`src/rtl/freq_gate_seq.sv`:
```
module freq_gate_seq #(
  parameter int TICKS_PER_MS   = 12800,
  parameter int PAUSE_MS       = 30,
  parameter int PRESC_GATE_MS  = 640,
  parameter int DIRECT_GATE_MS = 1000,
  parameter int EXPAND_FACTOR  = 10
) (
  input  logic clk,
  input  logic rst_n,
  input  logic direct_sel,
  input  logic expand,
  input  logic hold_press,
  output logic cnt_clr,
  output logic gate,
  output logic lamp,
  output logic result_valid
);
  localparam int PAUSE_LEN  = PAUSE_MS * TICKS_PER_MS;
  localparam int PRESC_LEN  = PRESC_GATE_MS * TICKS_PER_MS;
  localparam int DIRECT_LEN = DIRECT_GATE_MS * TICKS_PER_MS;
  localparam int BASE_MAX   = (PRESC_LEN > DIRECT_LEN) ? PRESC_LEN : DIRECT_LEN;
  localparam int MAX_LEN    = BASE_MAX * EXPAND_FACTOR;
  localparam int TW         = $clog2(MAX_LEN + 1);

  localparam logic [TW-1:0] L_PAUSE = TW'(PAUSE_LEN - 1);
  localparam logic [TW-1:0] L_PRE   = TW'(PRESC_LEN - 1);
  localparam logic [TW-1:0] L_DIR   = TW'(DIRECT_LEN - 1);
  localparam logic [TW-1:0] L_PRE_X = TW'(PRESC_LEN * EXPAND_FACTOR - 1);
  localparam logic [TW-1:0] L_DIR_X = TW'(DIRECT_LEN * EXPAND_FACTOR - 1);

  typedef enum logic [2:0] {S_CLR, S_PAUSE, S_GATE, S_DONE, S_IDLE} st_t;

  st_t           st;
  logic [TW-1:0] tmr;
  logic [TW-1:0] gate_load;
  logic [1:0]    cfg_q;
  logic          hold_q;

  wire  [1:0] cfg     = {direct_sel, expand};
  wire        cfg_chg = cfg != cfg_q;
  wire        hold_nx = hold_q ^ hold_press;
  wire        tmr_end = tmr == '0;

  always_comb begin
    case (cfg)
      2'b00:   gate_load = L_PRE;
      2'b01:   gate_load = L_PRE_X;
      2'b10:   gate_load = L_DIR;
      default: gate_load = L_DIR_X;
    endcase
  end

  always_ff @(posedge clk) begin
    if (!rst_n) begin
      st     <= S_CLR;
      tmr    <= '0;
      cfg_q  <= '0;
      hold_q <= 1'b0;
    end else begin
      cfg_q  <= cfg;
      hold_q <= hold_nx;
      case (st)
        S_CLR: begin
          st  <= S_PAUSE;
          tmr <= L_PAUSE;
        end
        S_PAUSE: begin
          if (cfg_chg) st <= S_CLR;
          else if (tmr_end) begin
            st  <= S_GATE;
            tmr <= gate_load;
          end else tmr <= tmr - 1'b1;
        end
        S_GATE: begin
          if (cfg_chg)      st <= S_CLR;
          else if (tmr_end) st <= S_DONE;
          else              tmr <= tmr - 1'b1;
        end
        S_DONE:  st <= hold_nx ? S_IDLE : S_CLR;
        default: if (!hold_nx) st <= S_CLR;
      endcase
    end
  end

  assign cnt_clr      = st == S_CLR;
  assign gate         = st == S_GATE;
  assign lamp         = st == S_GATE;
  assign result_valid = st == S_DONE;
endmodule


```
`config.mk`:
```
export PLATFORM = sky130hd
export DESIGN_NAME = freq_gate_seq
export DESIGN_NICKNAME = d
export VERILOG_FILES = /design/src/rtl/freq_gate_seq.sv
export SDC_FILE = /design/constraint.sdc
export NUM_CORES = 1
export LEC_CHECK = 0
export ABC_CLOCK_PERIOD_IN_PS = 2600
export BUFFER_PORTS_ARGS = -buffer_cell sky130_fd_sc_hd__buf_4
export CORE_UTILIZATION = 23
export CTS_CLUSTER_SIZE = 12
export DETAILED_ROUTE_END_ITERATION = 12
export HOLD_SLACK_MARGIN = 0.15
export PLACE_DENSITY = 0.47
export SLEW_MARGIN = 20
export SYNTH_ARGS = -nofsm -noshare
export SYNTH_HDL_FRONTEND = slang
export SYNTH_SLANG_ARGS = --single-unit
export TNS_END_PERCENT = 20
```
`constraint.sdc`:
```
create_clock -name clk -period 2.6 [get_ports clk]
set_input_delay 0.52 -clock clk [delete_from_list [all_inputs] [get_ports clk]]
set_output_delay 0.52 -clock clk [all_outputs]
set_load 0.01 [all_outputs]
```
---- Yosys cells after proc, flatten, opt, wreduce, memory -nomap -nowiden ----
Index checks and enable logic that the tools add are counted.
storage, ports and cells
  RAM bits ................................ 0
  memories ................................ 0
  output and inout port bits .............. 4
  input bits .............................. 5
  bits in latches ......................... 0
  flip-flop bits (word level) ............. 33
  bits in read-only memories .............. 0
  word-level logic and storage cells ...... 37
cells by class
  $mul .................................... 0
  bitwise gates (word level) .............. 1
  muxes and demuxes ....................... 13
  $add $sub $neg .......................... 1
  shift operators ......................... 0
  reductions and logical operators ........ 6
  order comparisons ....................... 0
  eq/ne operators ......................... 12
  div/mod/pow operators ................... 0
operators by type and width
  operator                                                               count
  27-bit case mux with 3 select lines                                    2
  27-bit 2-to-1 mux                                                      4
  27-bit zero test                                                       1
  27-bit by 1-bit subtractor with 27-bit output, second input constant   1
  3-bit 2-to-1 mux                                                       6
  3-bit case mux with 4 select lines                                     1
  3-bit by 2-bit equality test with 1-bit output, second input constant  2
  2-bit != test, second input constant                                   3
  5-bit by 4-bit != test with 1-bit output, second input constant        1
  4-bit AND reduction                                                    1
  3-bit by 1-bit equality test with 1-bit output, second input constant  1
  3-bit zero test                                                        1
  3-bit by 1-bit != test with 1-bit output, second input constant        1
  3-bit != test, second input constant                                   1
  3-bit AND reduction                                                    1
  3-bit nonzero test                                                     1
  2-bit by 1-bit equality test with 1-bit output, second input constant  1
  2-bit equality test, second input constant                             1
  2-bit zero test                                                        1
  2-bit != test                                                          1
  1-bit bitwise XOR                                                      1

---- Depth between registers and ports, before layout ----
Gate-level depths: netlist (run 1).
  depth after elaboration ................. 5
  depth in mapped cells ................... 10
  depth with buffers taken out ............ 8

---- Least setup slack after synthesis (run 1) ----
No wires, ideal clock.
  path type ............................... register to register
  from .................................... register tmr[10]
  to ...................................... register tmr[25]
  buffers on the path ..................... 2
  stages on the path, launching flop included .. 9
  data arrival time ....................... 2.497 ns
  required time ........................... 2.497 ns
  slack ................................... -0.001 ns
  setup time .............................. 0.103 ns
  path through ............................ dfxtp_1 -> or4_1 -> buf_2 -> or4_4 -> buf_6 -> or4_4 -> o41ai_2 -> a21oi_2 -> a2111oi_2
on the way
  word-level cells in the longest chain between the ends .. 4
  elaborated cells on any way between the ends .. 9
RTL lines
  item                                                                                      line        RTL
  from (decl)                                                                               34          logic [TW-1:0] tmr;
  from (signal assigned)                                                                    71          tmr <= gate_load;
  from (signal assigned)                                                                    72          end else tmr <= tmr - 1'b1;
  from (signal assigned)                                                                    77          else tmr <= tmr - 1'b1;
  27-bit by 1-bit subtractor with 27-bit output / 27-bit zero test (equally long branches)  72, 77, 42
  27-bit 2-to-1 mux, on equally long branches                                               76, 69
  27-bit 2-to-1 mux, on equally long branches                                               75, 68
  27-bit case mux with 3 select lines                                                       62          case (st)
Several ways; a longest one is shown, not always the timed one. The select of a mux whose other input is x is not followed.
A chain may end at the register's enable or synchronous reset.

---- Worst setup path after layout (run 1) ----
  from .................................... register tmr[13]
  to ...................................... register tmr[25]
Same word-level chain as after synthesis.

==> Flow_metrics.wiki, run 1 <==
{| class="wikitable"
! Metric !! Value
|-
| Run status || finished, final reports clean
|-
| Biggest fanout along the worst timing path || 5
|-
| Fill cells || roughly 940
|-
| Endpoint class of the critical path || register
|-
| Count of mapped cells out of synthesis || 260
|-
| Number of cells on the worst reg-to-reg path || 6
|-
| Remaining antenna violation count || 0
|-
| Syn avg cell area || 7.96 um^2
|-
| Overall die height || 96.9 um
|-
| H-tree levels || 2
|-
| Fraction of the yosys area taken by sequential cells || 0.319
|-
| Top post-synthesis cells by area || sky130_fd_sc_hd__dfxtp_1 32%, sky130_fd_sc_hd__a21oi_1 4.4%, sky130_fd_sc_hd__nor2_1 4.0%
|-
| Cell variety after synth || 54
|-
| Final global-route overflow total || 0
|-
| Hold Path Cell Cnt || 1
|-
| Share of flip-flops with an asynchronous set or reset || 0
|-
| Synth area leader || sky130_fd_sc_hd__dfxtp_1
|-
| Utilization of the core after routing || 0.298
|-
| Fin crit share || 0.976
|-
| Clock sink count || 33
|-
| Min setup slack post-route || between 0.06 and 0.07 ns
|-
| Post-synth top flop || sky130_fd_sc_hd__dfxtp_1
|-
| Cell repeated most along the worst path || sky130_fd_sc_hd__or4_4
|-
| Flip-flop and latch count after synthesis || 33
|-
| RSZ-0062 raised after global routing || yes
|-
| Worst VDD drop || roughly 0.00021 V
|-
| Insertion delay of the later-clocked pin in the worst-skew pair || approximately 0.29 ns
|-
| Slew Limit Fails || 0
|-
| Residual DRC count || 0
|-
| TritonCTS clock tree || done
|-
| Proportion of total power due to net switching || 0.324
|-
| Sequential Power Share || 0.433
|-
| Post-synthesis instance area || approximately 2100 um^2
|-
| Global-route wire length before repair || ~10 mm
|-
| Total vias in the final route || 2144
|-
| R2R Setup Slk || around 0.063 ns
|-
| Number of antenna repair diodes || 0
|-
| Number of placed instances, taps included || 394
|-
| Ordered list of cells on the worst path || or4_4, or4_4, or4_4, o41ai_2, a21oi_2, a2111oi_2
|-
| WL final || ~6.5 mm
|-
| Total clock buffers created by CTS || 5
|-
| Leak Pwr || 0.984 nW
|-
| Fraction of layout instances using a drive strength above 1 || 0.256
|-
| Per-cell via count in the routed design || approximately 5.3
|-
| Crit Reg-Reg Startpoint || tmr[13]
|-
| Endpoint with the worst hold slack || tmr[13]
|-
| Setup crit start kind || register
|-
| Clock Tree Buf Depth || 2
|-
| Number of antenna violations at the first check in global routing || 0
|-
| Clock-pin slew reported for the worst setup and hold paths after clock tree synthesis || 0.07 ns
|-
| Number of buffers inserted by port buffering || 8
|-
| Pre-Repair DR Iteration Count || 4
|-
| Data arrival, critical path || 2.73 ns
|-
| Routed WL per cell || approximately 16 um
|-
| Largest net degree at the start of global routing || 18
|-
| Final non-filler cell total || 405
|-
| MaxCap Viol Count || 0
|-
| Internal cell power || around 0.00091 W
|-
| First-iteration detailed-routing DRC count || 82
|-
| Detailed Place HPWL || 4.51 mm
|-
| Logic gate share of total power || 0.259
|-
| Post-Synthesis Net Count || approximately 270
|-
| Clock Power Share || 0.308
|-
| Worst min-delay path startpoint || tmr[13]
|-
| GPL Wtd Cong || about 0.8
|-
| CP max stage delay || 0.57 ns
|-
| Die area || 9380 um^2
|-
| Areal power density over the cells || 519 nW/um^2
|-
| Setup Viol. Count Final || 0
|-
| Width of the die || roughly 97 um
|-
| Root cell of the clock tree || sky130_fd_sc_hd__clkbuf_8
|-
| Final worst path period need || 2.54 ns
|-
| I/O pin count || 9
|-
| Remaining max-slew budget at the tightest pin || 0.644
|-
| Net count reported at finish || 303
|-
| Capture point of the worst reg-to-reg path || tmr[25]
|-
| Psw || 0.000436 W
|-
| Core Region || 8720 um^2
|-
| Achievable clock frequency || about 400 MHz
|-
| Overall fraction of global-route tracks in use || 0.136
|-
| Crit path kind || reg -> reg
|-
| Number of warning messages in the yosys log || 0
|-
| Type of the tightest min-delay check || reg -> reg
|-
| Post-synth top area share || 0.319
|-
| Post-placement setup slack || -0.0209 ns
|-
| Max stage delay cell, worst path || sky130_fd_sc_hd__or4_4
|-
| Largest clock skew in the final design || 0.0105 ns
|-
| Final sum of negative setup slack || 0 ns
|-
| Number of enable flip-flop cells after synthesis || 0
|-
| Req. time, crit path || 2.79 ns
|-
| Initial core utilization || 0.237
|-
| Row Count || 34
|-
| Area Overhead vs Synth || 25.4%
|-
| Worst Tran Pin Value || 0.529 ns
|-
| Vias in the first global route || between 2k and 2.5k
|-
| Hold violation count in the final report || 0
|}
## power groups by stage
| stage | Clock, W | Combinational [W] | Sequential (W) |
|---|---|---|---|
| 3_5_place_dp | 0 | 0.000330 | 0.000591 |
| 4_1_cts | 0.000425 | 0.000331 | 0.000580 |
| 3_3_place_gp | 0 | 0.000326 | 0.000591 |
| 2_1_floorplan | 0 | 0.000215 | 0.000585 |
| 6_report | 0.000416 | 0.000349 | 0.000583 |
| 5_1_grt | 0.000451 | 0.000383 | 0.000590 |
## critical path: cells and delay by family, from the launching register on
kind               cells  cell delay, ns
and+or+nand+nor        3            1.67
DFF                    1            0.31
AOI/OAI and AO/OA      3            0.45
## final cells by class
cell class | count | area [um^2] | share of cell area
clock buffer | 7 | 86.3 | 0.0333
inverter | 8 | 30.0 | 0.0116
multi-input combinational | 202 | 1330 | 0.513
sequential | 33 | 661 | 0.255
tap | 108 | 135 | 0.0521
timing repair buffer | 47 | 353 | 0.136
## metrics by stage
step	power (W)	area, um^2	hold WS, ns
2_1_floorplan	0.000800	2080	0.461
5_1_grt	0.00142	2590	0.546
4_1_cts	0.00134	2540	0.498
3_3_place_gp	0.000917	2450	0.473
3_5_place_dp	0.000921	2450	0.481
6_report	0.00135	2590	0.506
## cells in the mapped netlist (all sizes together), types with 4 or more instances
| library cell | number |
|---|---|
| a211oi | 5 |
| buf | 7 |
| nor4 | 13 |
| a21oi | 19 |
| nand2 | 18 |
| nor2 | 23 |
| nand3b | 6 |
| o21ai | 13 |
| clkbuf | 12 |
| inv | 8 |
| and2 | 4 |
| nor3 | 16 |
| or3 | 7 |
| dfxtp | 33 |
| xor2 | 4 |
| nand2b | 5 |
| a311oi | 9 |
| and3 | 4 |
| or4 | 6 |
| nand3 | 8 |
## kinds of logic (layout without fill, tap and decap cells)
logic type,count (synthesis),after routing,share of synthesized area
simple gates,118,119,0.320
compound gates,74,75,0.261
flops,33,33,0.319
buf+inv,27,62,0.0635
xor+xnor,7,7,0.0296
fa+ha+maj,1,1,0.00604
## state kept, by name, summed over array words and instances (netlist names)
signal and flops:
hold_q 1, cfg_q 2, tmr 27, st 3
## layout by cell type (no fill, tap or decap), types with 2 or more instances in the layout
master,netlist,routed
sky130_fd_sc_hd__nand3_1,8,8
sky130_fd_sc_hd__clkbuf_8,0,6
sky130_fd_sc_hd__or4_1,3,2
sky130_fd_sc_hd__and3_1,4,4
sky130_fd_sc_hd__a21oi_1,18,18
sky130_fd_sc_hd__buf_4,1,47
sky130_fd_sc_hd__a31oi_1,3,3
sky130_fd_sc_hd__nand3b_1,6,6
sky130_fd_sc_hd__nor3_1,16,16
sky130_fd_sc_hd__nor2_1,22,22
sky130_fd_sc_hd__a221oi_1,3,3
sky130_fd_sc_hd__o32ai_1,2,2
sky130_fd_sc_hd__dfxtp_1,33,33
sky130_fd_sc_hd__o41ai_1,2,2
sky130_fd_sc_hd__o21ai_0,13,12
sky130_fd_sc_hd__a32o_1,2,2
sky130_fd_sc_hd__a311oi_1,9,8
sky130_fd_sc_hd__nand2_1,18,18
sky130_fd_sc_hd__xnor2_1,3,3
sky130_fd_sc_hd__a211oi_1,5,5
sky130_fd_sc_hd__xor2_1,4,4
sky130_fd_sc_hd__or3_1,7,7
sky130_fd_sc_hd__or4_4,3,5
sky130_fd_sc_hd__and2_1,4,4
sky130_fd_sc_hd__nor4_1,12,12
sky130_fd_sc_hd__nand2b_1,5,5
sky130_fd_sc_hd__inv_1,8,8
sky130_fd_sc_hd__o221a_2,2,2
sky130_fd_sc_hd__or2_2,3,3
## worst max path at each step
stage / startpoint / end / slack (ns) / cells after the start
after global routing: tmr[13] / tmr[25] / -0.04 / 6
final: tmr[13] / tmr[25] / 0.06 / 6
after CTS: tmr[13] / tmr[25] / 0.02 / 6
after global placement: tmr[0] / tmr[25] / 0.01 / 6
after detailed placement: tmr[0] / tmr[25] / -0.02 / 6
after floorplan: tmr[11] / tmr[25] / 0.01 / 8
## repair_timing
action,CTS,global route
pin swaps,0,5
buffers inserted,0,2
setup endpoints to repair,1,21
gates resized for setup,1,6
hold endpoints to repair,0,0
cloned,0,2
hold buffers,0,0
## metal layers
layer / vias to the layer above / share of wire / GRT usage
met5: - / 0 / 0
met4: 0 / 0.010 / 0.0448
met3: 5 / 0.040 / 0.0238
met2: 37 / 0.47 / 0.222
met1: 1024 / 0.48 / 0.180
li1: 1078 / - / -
Power figures use the tool's default switching activity.
==> run 2: changes to the inputs <==
--- a/config.mk
+++ b/config.mk
@@ -7,11 +7,14 @@
 export LEC_CHECK = 0
 export ABC_CLOCK_PERIOD_IN_PS = 2600
 export BUFFER_PORTS_ARGS = -buffer_cell sky130_fd_sc_hd__buf_4
+export CORE_MARGIN = 5
 export CORE_UTILIZATION = 23
 export CTS_CLUSTER_SIZE = 12
 export DETAILED_ROUTE_END_ITERATION = 12
 export HOLD_SLACK_MARGIN = 0.15
 export PLACE_DENSITY = 0.47
+export REMOVE_ABC_BUFFERS = 1
+export SKIP_CTS_REPAIR_TIMING = 1
 export SLEW_MARGIN = 20
 export SYNTH_ARGS = -nofsm -noshare
 export SYNTH_HDL_FRONTEND = slang
==> Flow_metrics.wiki, run 2 (same netlist as run 1, synthesis figures left out) <==
{| class="wikitable"
! Metric !! Value
|-
| Remaining antenna violation count || 0 (unchanged)
|-
| Crit path kind || reg -> reg (unchanged)
|-
| Total vias in the final route || 2088 (was 2144)
|-
| H-tree levels || 2 (unchanged)
|-
| Width of the die || 105 um (was 96.9 um)
|-
| Overall die height || 105 um (was 96.9 um)
|-
| Utilization of the core after routing || 0.292 (was 0.298)
|-
| First-iteration detailed-routing DRC count || 93 (was 82)
|-
| Post-placement setup slack || -0.0391 ns (was -0.0209 ns)
|-
| Per-cell via count in the routed design || 5.25 (was 5.29)
|-
| Global-route wire length before repair || 9.91 mm (was 10.2 mm)
|-
| Placed standard-cell area || 2410 um^2 (was 2450 um^2)
|-
| Hold violation count in the final report || 0 (unchanged)
|-
| Biggest register || tmr (unchanged)
|-
| Initial core utilization || 0.236 (was 0.237)
|-
| Setup Viol. Count Final || 0 (unchanged)
|-
| Overall fraction of global-route tracks in use || 0.111 (was 0.136)
|-
| Number of antenna repair diodes || 0 (unchanged)
|-
| Req. time, crit path || 2.79 ns (about the same)
|-
| MaxCap Viol Count || 0 (unchanged)
|-
| Worst Tran Pin Value || 0.757 ns (was 0.529 ns)
|-
| Gate family responsible for the most delay along the worst path || simple AND/OR/NAND/NOR gates (unchanged)
|-
| Endpoint class of the critical path || register (unchanged)
|-
| Total clock buffers created by CTS || 5 (unchanged)
|-
| Largest clock skew in the final design || 0.0104 ns (was 0.0105 ns)
|-
| Most common cell after layout, fill and taps aside || sky130_fd_sc_hd__buf_4 (unchanged)
|-
| Vias in the first global route || 1931 (was 2030)
|-
| Achievable clock frequency || 397 MHz (was 394 MHz)
|-
| Min setup slack post-route || 0.0832 ns (was 0.0628 ns)
|-
| Worst VDD drop || 0.000184 V (was 0.000206 V)
|-
| Routed WL per cell || 15.6 um (was 15.9 um)
|-
| Clock Tree Buf Depth || 2 (unchanged)
|-
| Remaining max-slew budget at the tightest pin || 0.492 (was 0.644)
|-
| Clock sink count || 33 (unchanged)
|-
| Max stage delay cell, worst path || sky130_fd_sc_hd__or4b_4 (was sky130_fd_sc_hd__or4_4)
|-
| Root cell of the clock tree || sky130_fd_sc_hd__clkbuf_8 (unchanged)
|-
| Area Overhead vs Synth || 23.6% (was 25.4%)
|-
| Largest register FFs || 27 (unchanged)
|-
| Cell repeated most along the worst path || sky130_fd_sc_hd__or4_4 (unchanged)
|-
| Power Total || 0.00132 W (was 0.00135 W)
|-
| Biggest fanout along the worst timing path || 4 (was 5)
|-
| Insertion delay of the later-clocked pin in the worst-skew pair || 0.29 ns (about the same)
|-
| Count of buffering cells on the critical path with inverters included || 0 (unchanged)
|-
| Clock-pin slew reported for the worst setup and hold paths after clock tree synthesis || 0.07 ns (about the same)
|-
| Final design area excluding fillers || 2560 um^2 (was 2590 um^2)
|-
| Net count reported at finish || 296 (was 303)
|-
| WL final || 6.22 mm (was 6.46 mm)
|-
| RSZ-0062 raised after global routing || yes (unchanged)
|-
| Die area || 11000 um^2 (was 9380 um^2)
|-
| Largest registers || tmr x27, st x3, cfg_q x2 (unchanged)
|-
| TritonCTS clock tree || done (unchanged)
|-
| R2R Setup Slk || 0.08 ns (was 0.06 ns)
|-
| Detailed Place HPWL || 4.37 mm (was 4.51 mm)
|-
| Row Count || 34 (unchanged)
|-
| Fraction of layout instances using a drive strength above 1 || 0.245 (was 0.256)
|-
| Data arrival, critical path || 2.71 ns (was 2.73 ns)
|-
| I/O pin count || 9 (unchanged)
|-
| Slew Limit Fails || 0 (unchanged)
|-
| Run status || finished, final reports clean (unchanged)
|-
| Leak Pwr || 0.953 nW (was 0.984 nW)
|-
| Areal power density over the cells || 517 nW/um^2 (was 519 nW/um^2)
|-
| GPL Wtd Cong || 0.869 (was 0.818)
|-
| Commonest cells after routing, fill and taps aside || 41 x sky130_fd_sc_hd__buf_4, 33 x sky130_fd_sc_hd__dfxtp_1, 22 x sky130_fd_sc_hd__nor2_1 (was 47 x sky130_fd_sc_hd__buf_4, 33 x sky130_fd_sc_hd__dfxtp_1, 22 x sky130_fd_sc_hd__nor2_1)
|-
| Largest net degree at the start of global routing || 18 (unchanged)
|-
| CP max stage delay || 0.58 ns (was 0.57 ns)
|-
| Setup crit start kind || register (unchanged)
|-
| Type of the tightest min-delay check || reg -> reg (unchanged)
|-
| Final global-route overflow total || 0 (unchanged)
|-
| Fin crit share || 0.968 (was 0.976)
|-
| Ordered list of cells on the worst path || or4_4, or4b_4, or4_4, o41ai_2, a21oi_2, a2111oi_2 (was or4_4, or4_4, or4_4, o41ai_2, a21oi_2, a2111oi_2)
|-
| Pre-Repair DR Iteration Count || 5 (was 4)
|-
| Core Region || 8760 um^2 (was 8720 um^2)
|-
| Number of buffers inserted by port buffering || 8 (unchanged)
|-
| Residual DRC count || 0 (unchanged)
|-
| Number of antenna violations at the first check in global routing || 0 (unchanged)
|-
| Final worst path period need || 2.52 ns (was 2.54 ns)
|}
run 2: area by class of cell:
type / instances / area (um^2)
fillers: 941 / 6210
multi-input cells: 201 / 1340
flip-flops and latches: 33 / 661
repair buffers: 41 / 308
well taps: 108 / 135
clock buffers: 7 / 86.3
inverters: 8 / 30.0
run 2: power by group:
part,leakage (nW),total [W],switching (W),internal (W)
registers,0.272,0.000580,0.0000369,0.000543
clock network,0.0443,0.000400,0.000189,0.000210
logic,0.636,0.000342,0.000191,0.000151
total,0.953,0.00132,0.000418,0.000904
run 2: path summary, 6_finish.rpt:
| kind | cells past startpoint | to | from |
|---|---|---|---|
| worst max-delay path | 6 | tmr[25] | tmr[0] |
| worst min-delay path | 1 | tmr[13] | tmr[13] |
| worst max register to register | 6 | tmr[25] | tmr[0] |
| worst min register to register | 1 | tmr[13] | tmr[13] |
run 2: layer usage:
metal | vias up | part of all wire | GRT usage
li1 | 1058 | - | -
met1 | 983 | 0.48 | 0.157
met5 | - | 0 | 0
met4 | 0 | 0.0096 | 0.0292
met3 | 5 | 0.050 | 0.0277
met2 | 42 | 0.46 | 0.166
run 2: metrics by stage:
step                      setup TNS, ns  cells  hold WS (ns)
after global placement          -0.0325    389         0.484
final                                 0    398         0.491
after global routing            -0.0870    398         0.530
after detailed placement        -0.0466    389         0.479
after floorplan                  -0.238    241         0.460
after CTS                       -0.0332    396         0.494
